--- src/rtl/trap_pkg.sv ---
package trap_pkg;
  localparam int XLEN = 32;

  typedef enum logic [1:0] {
    SZ_BYTE = 2'd0,
    SZ_HALF = 2'd1,
    SZ_WORD = 2'd2,
    SZ_RSVD = 2'd3
  } acc_size_e;

  localparam logic [4:0] CODE_FETCH   = 5'd0;
  localparam logic [4:0] CODE_ILLEGAL = 5'd2;
  localparam logic [4:0] CODE_BREAK   = 5'd3;
  localparam logic [4:0] CODE_LOAD    = 5'd4;
  localparam logic [4:0] CODE_STORE   = 5'd6;
  localparam logic [4:0] CODE_ECALL   = 5'd11;

  typedef struct packed {
    logic       hit;
    logic [4:0] code;
  } trap_pick_t;
endpackage

--- src/rtl/trap_misalign_chk.sv ---
module trap_misalign_chk
  import trap_pkg::*;
(
  input  logic       valid_i,
  input  logic       we_i,
  input  logic [1:0] size_i,
  input  logic [1:0] addr_lo_i,
  output logic       load_mis_o,
  output logic       store_mis_o
);
  acc_size_e size;
  logic      bad;

  always_comb begin
    size = acc_size_e'(size_i);
    unique case (size)
      SZ_WORD: bad = (addr_lo_i != 2'b00);
      SZ_HALF: bad = addr_lo_i[0];
      default: bad = 1'b0;
    endcase
  end

  assign load_mis_o  = valid_i & bad & ~we_i;
  assign store_mis_o = valid_i & bad & we_i;
endmodule

--- src/rtl/trap_pending_reg.sv ---
module trap_pending_reg
  import trap_pkg::*;
#(
  parameter int N_LOCAL    = 7,
  parameter int LOCAL_BASE = 16,
  parameter int EXT_BIT    = 11,
  parameter int TIMER_BIT  = 7
) (
  input  logic             clk_i,
  input  logic             rst_ni,
  input  logic [N_LOCAL:0] irq_i,
  input  logic             timer_i,
  output logic [XLEN-1:0]  pend_o
);
  logic [N_LOCAL-1:0] local_req;
  logic [XLEN-1:0]    pend_d;

  for (genvar k = 0; k < N_LOCAL; k++) begin : g_local
    assign local_req[k] = irq_i[k+1];
  end

  always_comb begin
    pend_d = '0;
    pend_d[EXT_BIT]   = irq_i[0];
    pend_d[TIMER_BIT] = timer_i;
    pend_d[LOCAL_BASE +: N_LOCAL] = local_req;
  end

  always_ff @(posedge clk_i or negedge rst_ni) begin
    if (!rst_ni) pend_o <= '0;
    else         pend_o <= pend_d;
  end
endmodule

--- src/rtl/trap_exc_select.sv ---
module trap_exc_select
  import trap_pkg::*;
(
  input  logic       fetch_i,
  input  logic       illegal_i,
  input  logic       brk_i,
  input  logic       ecall_i,
  input  logic       load_i,
  input  logic       store_i,
  output trap_pick_t pick_o
);
  always_comb begin
    pick_o = '0;
    if      (fetch_i)   pick_o = '{hit: 1'b1, code: CODE_FETCH};
    else if (illegal_i) pick_o = '{hit: 1'b1, code: CODE_ILLEGAL};
    else if (brk_i)     pick_o = '{hit: 1'b1, code: CODE_BREAK};
    else if (ecall_i)   pick_o = '{hit: 1'b1, code: CODE_ECALL};
    else if (load_i)    pick_o = '{hit: 1'b1, code: CODE_LOAD};
    else if (store_i)   pick_o = '{hit: 1'b1, code: CODE_STORE};
  end
endmodule

--- src/rtl/trap_irq_select.sv ---
module trap_irq_select
  import trap_pkg::*;
#(
  parameter int N_LOCAL    = 7,
  parameter int LOCAL_BASE = 16,
  parameter int EXT_BIT    = 11,
  parameter int TIMER_BIT  = 7
) (
  input  logic [XLEN-1:0] pend_i,
  input  logic [XLEN-1:0] mask_i,
  input  logic            gie_i,
  output trap_pick_t      pick_o
);
  logic [XLEN-1:0] req;

  always_comb begin
    req    = pend_i & mask_i;
    pick_o = '0;
    for (int k = N_LOCAL - 1; k >= 0; k--) begin
      if (req[LOCAL_BASE + k]) pick_o = '{hit: 1'b1, code: 5'(LOCAL_BASE + k)};
    end
    if (req[TIMER_BIT]) pick_o = '{hit: 1'b1, code: 5'(TIMER_BIT)};
    if (req[EXT_BIT])   pick_o = '{hit: 1'b1, code: 5'(EXT_BIT)};
    if (!gie_i)         pick_o = '0;
  end
endmodule

--- src/rtl/trap_cause_arbiter.sv ---
module trap_cause_arbiter
  import trap_pkg::*;
#(
  parameter int N_LOCAL    = 7,
  parameter int LOCAL_BASE = 16,
  parameter int EXT_BIT    = 11,
  parameter int TIMER_BIT  = 7
) (
  input  logic             clk_i,
  input  logic             rst_ni,
  input  logic             exc_fetch_i,
  input  logic             exc_illegal_i,
  input  logic             exc_ebreak_i,
  input  logic             exc_ecall_i,
  input  logic             step_mode_i,
  input  logic             retire_i,
  input  logic             mem_valid_i,
  input  logic             mem_we_i,
  input  logic [1:0]       mem_size_i,
  input  logic [1:0]       mem_addr_lo_i,
  input  logic [N_LOCAL:0] irq_i,
  input  logic             timer_i,
  input  logic             gie_i,
  input  logic [31:0]      ie_mask_i,
  input  logic [31:0]      tvec_i,
  output logic [31:0]      pending_o,
  output logic             take_o,
  output logic [31:0]      cause_o,
  output logic [31:0]      target_o
);
  localparam logic [1:0] MODE_VECTORED = 2'b01;

  logic       load_mis, store_mis, brk;
  trap_pick_t exc_pick, irq_pick;
  logic [XLEN-1:0] pend_q, base, cause_d, target_d;
  logic            take_d;
  logic            take_q;
  logic [XLEN-1:0] cause_q, target_q;

  trap_misalign_chk u_mis (
    .valid_i     (mem_valid_i),
    .we_i        (mem_we_i),
    .size_i      (mem_size_i),
    .addr_lo_i   (mem_addr_lo_i),
    .load_mis_o  (load_mis),
    .store_mis_o (store_mis)
  );

  trap_pending_reg #(
    .N_LOCAL(N_LOCAL), .LOCAL_BASE(LOCAL_BASE), .EXT_BIT(EXT_BIT), .TIMER_BIT(TIMER_BIT)
  ) u_pend (
    .clk_i   (clk_i),
    .rst_ni  (rst_ni),
    .irq_i   (irq_i),
    .timer_i (timer_i),
    .pend_o  (pend_q)
  );

  assign brk = exc_ebreak_i | (step_mode_i & retire_i);

  trap_exc_select u_exc (
    .fetch_i   (exc_fetch_i),
    .illegal_i (exc_illegal_i),
    .brk_i     (brk),
    .ecall_i   (exc_ecall_i),
    .load_i    (load_mis),
    .store_i   (store_mis),
    .pick_o    (exc_pick)
  );

  trap_irq_select #(
    .N_LOCAL(N_LOCAL), .LOCAL_BASE(LOCAL_BASE), .EXT_BIT(EXT_BIT), .TIMER_BIT(TIMER_BIT)
  ) u_irq (
    .pend_i (pend_q),
    .mask_i (ie_mask_i),
    .gie_i  (gie_i),
    .pick_o (irq_pick)
  );

  always_comb begin
    base   = {tvec_i[XLEN-1:2], 2'b00};
    take_d = exc_pick.hit | irq_pick.hit;
    if (exc_pick.hit) begin
      cause_d  = {{(XLEN-5){1'b0}}, exc_pick.code};
      target_d = base;
    end else begin
      cause_d  = {1'b1, {(XLEN-6){1'b0}}, irq_pick.code};
      target_d = (tvec_i[1:0] == MODE_VECTORED)
               ? base + {{(XLEN-7){1'b0}}, irq_pick.code, 2'b00}
               : base;
    end
  end

  always_ff @(posedge clk_i or negedge rst_ni) begin
    if (!rst_ni) begin
      take_q   <= 1'b0;
      cause_q  <= '0;
      target_q <= '0;
    end else begin
      take_q <= take_d;
      if (take_d) begin
        cause_q  <= cause_d;
        target_q <= target_d;
      end
    end
  end

  assign pending_o = pend_q;
  assign take_o    = take_q;
  assign cause_o   = cause_q;
  assign target_o  = target_q;
endmodule

--- config.mk ---
export PLATFORM = sky130hd
export DESIGN_NAME = trap_cause_arbiter
export DESIGN_NICKNAME = d
export VERILOG_FILES = /design/src/rtl/trap_pkg.sv /design/src/rtl/trap_misalign_chk.sv /design/src/rtl/trap_pending_reg.sv /design/src/rtl/trap_exc_select.sv /design/src/rtl/trap_irq_select.sv /design/src/rtl/trap_cause_arbiter.sv
export SDC_FILE = /design/constraint.sdc
export NUM_CORES = 1
export LEC_CHECK = 0
export ABC_AREA = 1
export BUFFER_PORTS_ARGS = -buffer_cell sky130_fd_sc_hd__buf_2
export CAP_MARGIN = 15
export CORE_MARGIN = 2
export CORE_UTILIZATION = 45
export DETAILED_ROUTE_END_ITERATION = 7
export GPL_TIMING_DRIVEN = 0
export PLACE_DENSITY = 0.92
export SLEW_MARGIN = 5
export SYNTH_ARGS = -nofsm -noshare
export SYNTH_HDL_FRONTEND = slang
export SYNTH_SLANG_ARGS = --single-unit
--- constraint.sdc ---
create_clock -name clk_i -period 4.77 [get_ports clk_i]
set_clock_uncertainty 0.1 [all_clocks]
set_input_delay 0.954 -clock clk_i [delete_from_list [all_inputs] [get_ports clk_i]]
set_output_delay 0.954 -clock clk_i [all_outputs]
set_load 0.02 [all_outputs]
# Word level (Yosys, flattened, before mapping)
# Cells that the tools add are included.
# word_totals
output_inout_bits	97
inputBits	88
latch_bits	0
ff_bits	74
rom_bits	0
memories	0
mem_bits_rw	0
wordCells	37
# op_classes
bitwise_logic	8
reduce_logical	1
add_sub_neg	1
mux	20
div	0
n_mul	0
n_shift	0
magnitude_cmp	0
n_eq_ne	3
# op_table
op	count
32-bit 2-to-1 mux	3
6-bit 2-to-1 mux	16
32-bit by 7-bit adder with 32-bit output	1
23-bit AND	1
1-bit AND	4
2-bit by 1-bit == test with 1-bit output (second input constant)	2
2-bit == test (second input constant)	1
1-bit bitwise OR	2
1-bit case mux with 2 select lines	1
2-bit nonzero test	1
1-bit inverter	1

# Depth between registers and ports, before layout
# logic_depth
ltp_word	14
mapped_depth	18

# Hierarchy
# A second synthesis with hierarchy kept.
# hier_totals
cells_unflattened	495
hier_area_um2	3440.8
# by_module_without_submodules
mod	area_per_inst_um2	cells_each	n_inst
trap_cause_arbiter	2712.6	391	1
trap_pending_reg	401.6	33	1
trap_irq_select	152.6	37	1
trap_exc_select	87.6	18	1
trap_misalign_chk	86.3	16	1

# Worst setup path before layout
# OpenSTA, ideal clock, no wires.
# synth_path
path_kind	input to register
start	input port ie_mask_i[21]
end	register target_q[14], in the netlist target_o[14]
t_arrival_ps	2714
t_required_ps	4554
n_path_buf	0
setup_time_ps	116
setup_slack_ps	1839
cell_stages	17
path_cell_list	nand2_1 inv_1 a21boi_0 o21ai_0 nand2_1 a21oi_1 ha_1 fa_1 nand2_1 nand2_1 nand3_1 nand2_1 nand2_1 nor2_8 xor2_2 nand2_1 nand2_1
# synth_between
elab_chain_cells	13
word_cells_on_any_way	14
# synth_lines
item	line	rtl
start: declaration	trap_cause_arbiter.sv:24	input logic [31:0] ie_mask_i,
23-bit AND *	trap_irq_select.sv:17	req = pend_i & mask_i;
6-bit 2-to-1 mux * (6 in a row)	trap_irq_select.sv:20	if (req[LOCAL_BASE + k]) pick_o = '{hit: 1'b1, code: 5'(LOCAL_BASE + k)};
6-bit 2-to-1 mux *	trap_irq_select.sv:22	if (req[TIMER_BIT]) pick_o = '{hit: 1'b1, code: 5'(TIMER_BIT)};
6-bit 2-to-1 mux *	trap_irq_select.sv:23	if (req[EXT_BIT]) pick_o = '{hit: 1'b1, code: 5'(EXT_BIT)};
6-bit 2-to-1 mux *	trap_irq_select.sv:24	if (!gie_i) pick_o = '0;
32-bit by 7-bit adder with 32-bit output	trap_cause_arbiter.sv:89	? base + {{(XLEN-7){1'b0}}, irq_pick.code, 2'b00}
32-bit 2-to-1 mux	trap_cause_arbiter.sv:89	
32-bit 2-to-1 mux	trap_cause_arbiter.sv:83	if (exc_pick.hit) begin
end signal: assignment	trap_cause_arbiter.sv:103	target_q <= target_d;
end: declaration	trap_cause_arbiter.sv:38	logic [XLEN-1:0] cause_q, target_q;
# Mark *: on every way between the ends. The rest lies on a longest branch, timed or not.
# A chain may end at the register's enable or synchronous reset.

# Final worst setup path
# layout_path
start	input port ie_mask_i[21]
end	register target_q[26], in the netlist target_o[26]
# Same word-level chain as after synthesis.

==> flow_metrics.env <==
export IMPL_status="finished, final reports clean"
export IMPL_cts_tree="yes"
export IMPL_drc=0
export IMPL_htreeDepth=2
export IMPL_worst_ep_required_time_ns=4.86
export IMPL_critPathTopFamily="simple AND/OR/NAND/NOR gates"
export IMPL_p_sw_mw=0.328
export IMPL_start_util_pct=46.3
export IMPL_worstSetupPathType="input port to register"
export IMPL_synthCells=490
export IMPL_holdCritPathClass="register to register"
export IMPL_crit_fanout=4
export IMPL_ant_nets=0
export IMPL_viasPerCell=4.73
export IMPL_grt_pass1_vias=3437
export IMPL_layout_setup_ws_ns=1.71
export IMPL_maxCapViolations=0
export IMPL_ctsResizeCount=0
export IMPL_ios=185
export IMPL_finalSetupTns_ns=0
export IMPL_pre_cts_slack_ns=1.46
export IMPL_power_frac_clock_pct=26.1
export IMPL_syn_to_final_growth_pct=27.1
export IMPL_power_frac_comb_pct=29.1
export IMPL_ys_types=39
export IMPL_use_met1_pct=27.3
export IMPL_fp_coreArea_um2=7730
export IMPL_fp_dieH_um=93.2
export IMPL_layout_commonest_cell="nand2_1"
export IMPL_die_area_um2=8680
export IMPL_path_cells="buf_2, nand2_1, inv_1, a21boi_0, o21ai_0, nand2_1, a21oi_1, ha_1, fa_1, nand2_1, nand2_1, nand3_1, nand2_1, nand3_1, nor2_1, nand3_1, nand3_1, nand2_1"
export IMPL_place_gp_congestion=0.889
export IMPL_layout_drive_gt1_share_pct=32.2
export IMPL_clock_latency_ns=0.30
export IMPL_post_cts_buffers=0
export IMPL_wl_um=9720
export IMPL_fin_crit_ns=3.06
export IMPL_finalSetupViolCount=0
export IMPL_critPathMaxStageDelay_ns=0.23
export IMPL_drt_iter0_markers=183
export IMPL_critPathSlowestCell="ha_1"
export IMPL_rsz0062_at_grt="no"
export IMPL_hold_violations=0
export IMPL_max_freq_mhz=327
export IMPL_crit_path_end_kind="register"
export IMPL_ys_ff_latch=46
export IMPL_critPathArrivalTime_ns=3.15
export IMPL_antenna_found_initial=0
export IMPL_whs_path_depth=2
export IMPL_syn_mean_instance_area_um2=7.31
export IMPL_cts_buffers=5
export IMPL_cts_sinks=46
export IMPL_overflow=0
export IMPL_worstSetupStartpointType="input port"
export IMPL_insertedDiodeCount=0
export IMPL_grtUsageMet3_pct=2.42
export IMPL_top_usage_layer="met2"
export IMPL_clock_path_buffers=2
export IMPL_post_route_period_util_pct=64.1
export IMPL_postCtsHoldBufs=0
export IMPL_grt_pass1_wl_um=15600
export IMPL_ir_drop_mv=0.121
export IMPL_grt_total_usage_pct=22.2
export IMPL_slew_violations=0
export IMPL_dp_hpwl_um=7900
export IMPL_p_leak_nw=2.61
export IMPL_switching_share_pct=34.7
export IMPL_crit_top_cell="nand2_1"
export IMPL_syn_cell_area_um2=3580
export IMPL_path_buf_inv=2
export IMPL_yosysWarnings=0
export IMPL_drt_pass1_iterations=5
export IMPL_die_w_um=93.2
export IMPL_powerDensity_nw_per_um2=207
export IMPL_rows=32
export IMPL_whs_ns=0.378
export IMPL_r2r_cells=17
export IMPL_mostFrequentLayoutCells="nand2_1, buf_2, nand3_1"
export IMPL_cts_root_buf="clkbuf_8"
export IMPL_clk_pin_slew_ns=0.09
export IMPL_nNetsFinal=753
export IMPL_cp_depth=18
export IMPL_p_int_mw=0.615
export IMPL_vias=3594
export IMPL_synth_seq_area_share_pct=32.2
export IMPL_io_buffers=109
export IMPL_share_seq_of_total_power_pct=44.8
export IMPL_gr_usage_met2_pct=40.6
export IMPL_grt_max_degree=47
export IMPL_wl_per_cell_um=12.8
==> worst register-to-register path: cells and delay by family (launching register included) <==
kind | cells | cell delay, ns
compound gates | 3 | 0.42
flops | 1 | 0.36
buf+inv | 1 | 0.08
fa+ha+maj | 2 | 0.43
simple gates | 11 | 1.21
==> power groups by stage <==
stage | logic, mW | clock network (mW) | registers (mW)
detailed placement | 0.269 | 0 | 0.430
floorplan | 0.151 | 0 | 0.457
global route | 0.300 | 0.269 | 0.425
finish | 0.274 | 0.247 | 0.422
CTS | 0.270 | 0.252 | 0.423
global placement | 0.261 | 0 | 0.429
==> layout make-up <==
class,count,area (um2)
plain buffers,61,478
fillers,746,3180
clock inverters,3,21.3
repair buffers,110,566
clock buffers,5,68.8
inverters,57,216
well taps,102,128
flip-flops and latches,46,1150
multi-input cells,376,1920
==> sequential cells by signal, indices dropped and copies added, names as in the netlist <==
signal and flops:
take_o 1, u_pend.pend_o 9, target_o 30, cause_o 6
==> layer usage <==
| layer | up-vias | part of all wire, % |
|---|---|---|
| met5 | - | 0 |
| met4 | 0 | 1.7 |
| met3 | 18 | 6.2 |
| met2 | 160 | 51 |
| met1 | 1627 | 41 |
| li1 | 1789 | - |
==> kinds of logic after synthesis <==
logic type / count (synthesis) / synth area share, %
compound gates: 32 / 6.08
other cells: 1 / 0.105
xor+xnor: 8 / 2.17
buf+inv: 118 / 19.4
simple gates: 277 / 37.1
fa+ha+maj: 8 / 3.01
flops: 46 / 32.2
==> through the flow <==
stage	std cells	instance area (um2)	total power [mW]	utilization (%)
6_report	760	4550	0.943	58.9
5_1_grt	760	4550	0.994	58.9
4_1_cts	759	4530	0.945	58.6
3_5_place_dp	751	4440	0.699	57.5
3_3_place_gp	751	4440	0.690	57.5
2_1_floorplan	540	3770	0.609	-
==> synth_stat cells <==
library cell	instances	area, um2
buf_2	1	5.00
nor2_4	7	78.8
conb_1	1	3.75
dfrtp_1	46	1150
fa_1	1	20.0
o31ai_1	1	7.51
o21bai_1	7	52.6
nand2_1	143	537
nand3b_1	1	7.51
nor2_2	4	25.0
clkbuf_1	1	3.75
a22o_1	1	8.76
xor2_2	1	16.3
nor2_1	33	124
xor2_1	6	52.6
inv_1	52	195
ha_1	7	87.6
nand4_1	15	93.8
inv_4	1	6.26
nand2_4	2	22.5
a21oi_1	6	30.0
buf_8	1	15.0
a21o_1	2	15.0
nor2_8	3	60.1
a31oi_2	3	37.5
xnor2_1	1	8.76
nand3_2	3	30.0
nand3_1	58	290
buf_6	5	56.3
or2_1	1	6.26
o21ai_2	1	8.76
nand3_4	1	17.5
buf_4	53	398
nand2_2	2	12.5
a21boi_0	1	7.51
o21ai_0	10	50.1
or2_2	2	12.5
inv_2	4	15.0
nor3_1	2	10.0
==> worst paths after layout <==
| path | start | endpoint | slack (ns) |
|---|---|---|---|
| worst max-delay path | ie_mask_i[21] | target_o[26] | 1.71 |
| worst min-delay path | target_o[24] | target_o[24] | 0.38 |
| worst max register to register | u_pend.pend_o[21] | target_o[26] | 2.06 |
| worst min register to register | target_o[24] | target_o[24] | 0.38 |
| max in group asynchronous | rst_ni | target_o[19] | 3.59 |
| min in group asynchronous | rst_ni | u_pend.pend_o[22] | 0.47 |
(Power assumes the default switching activity.)
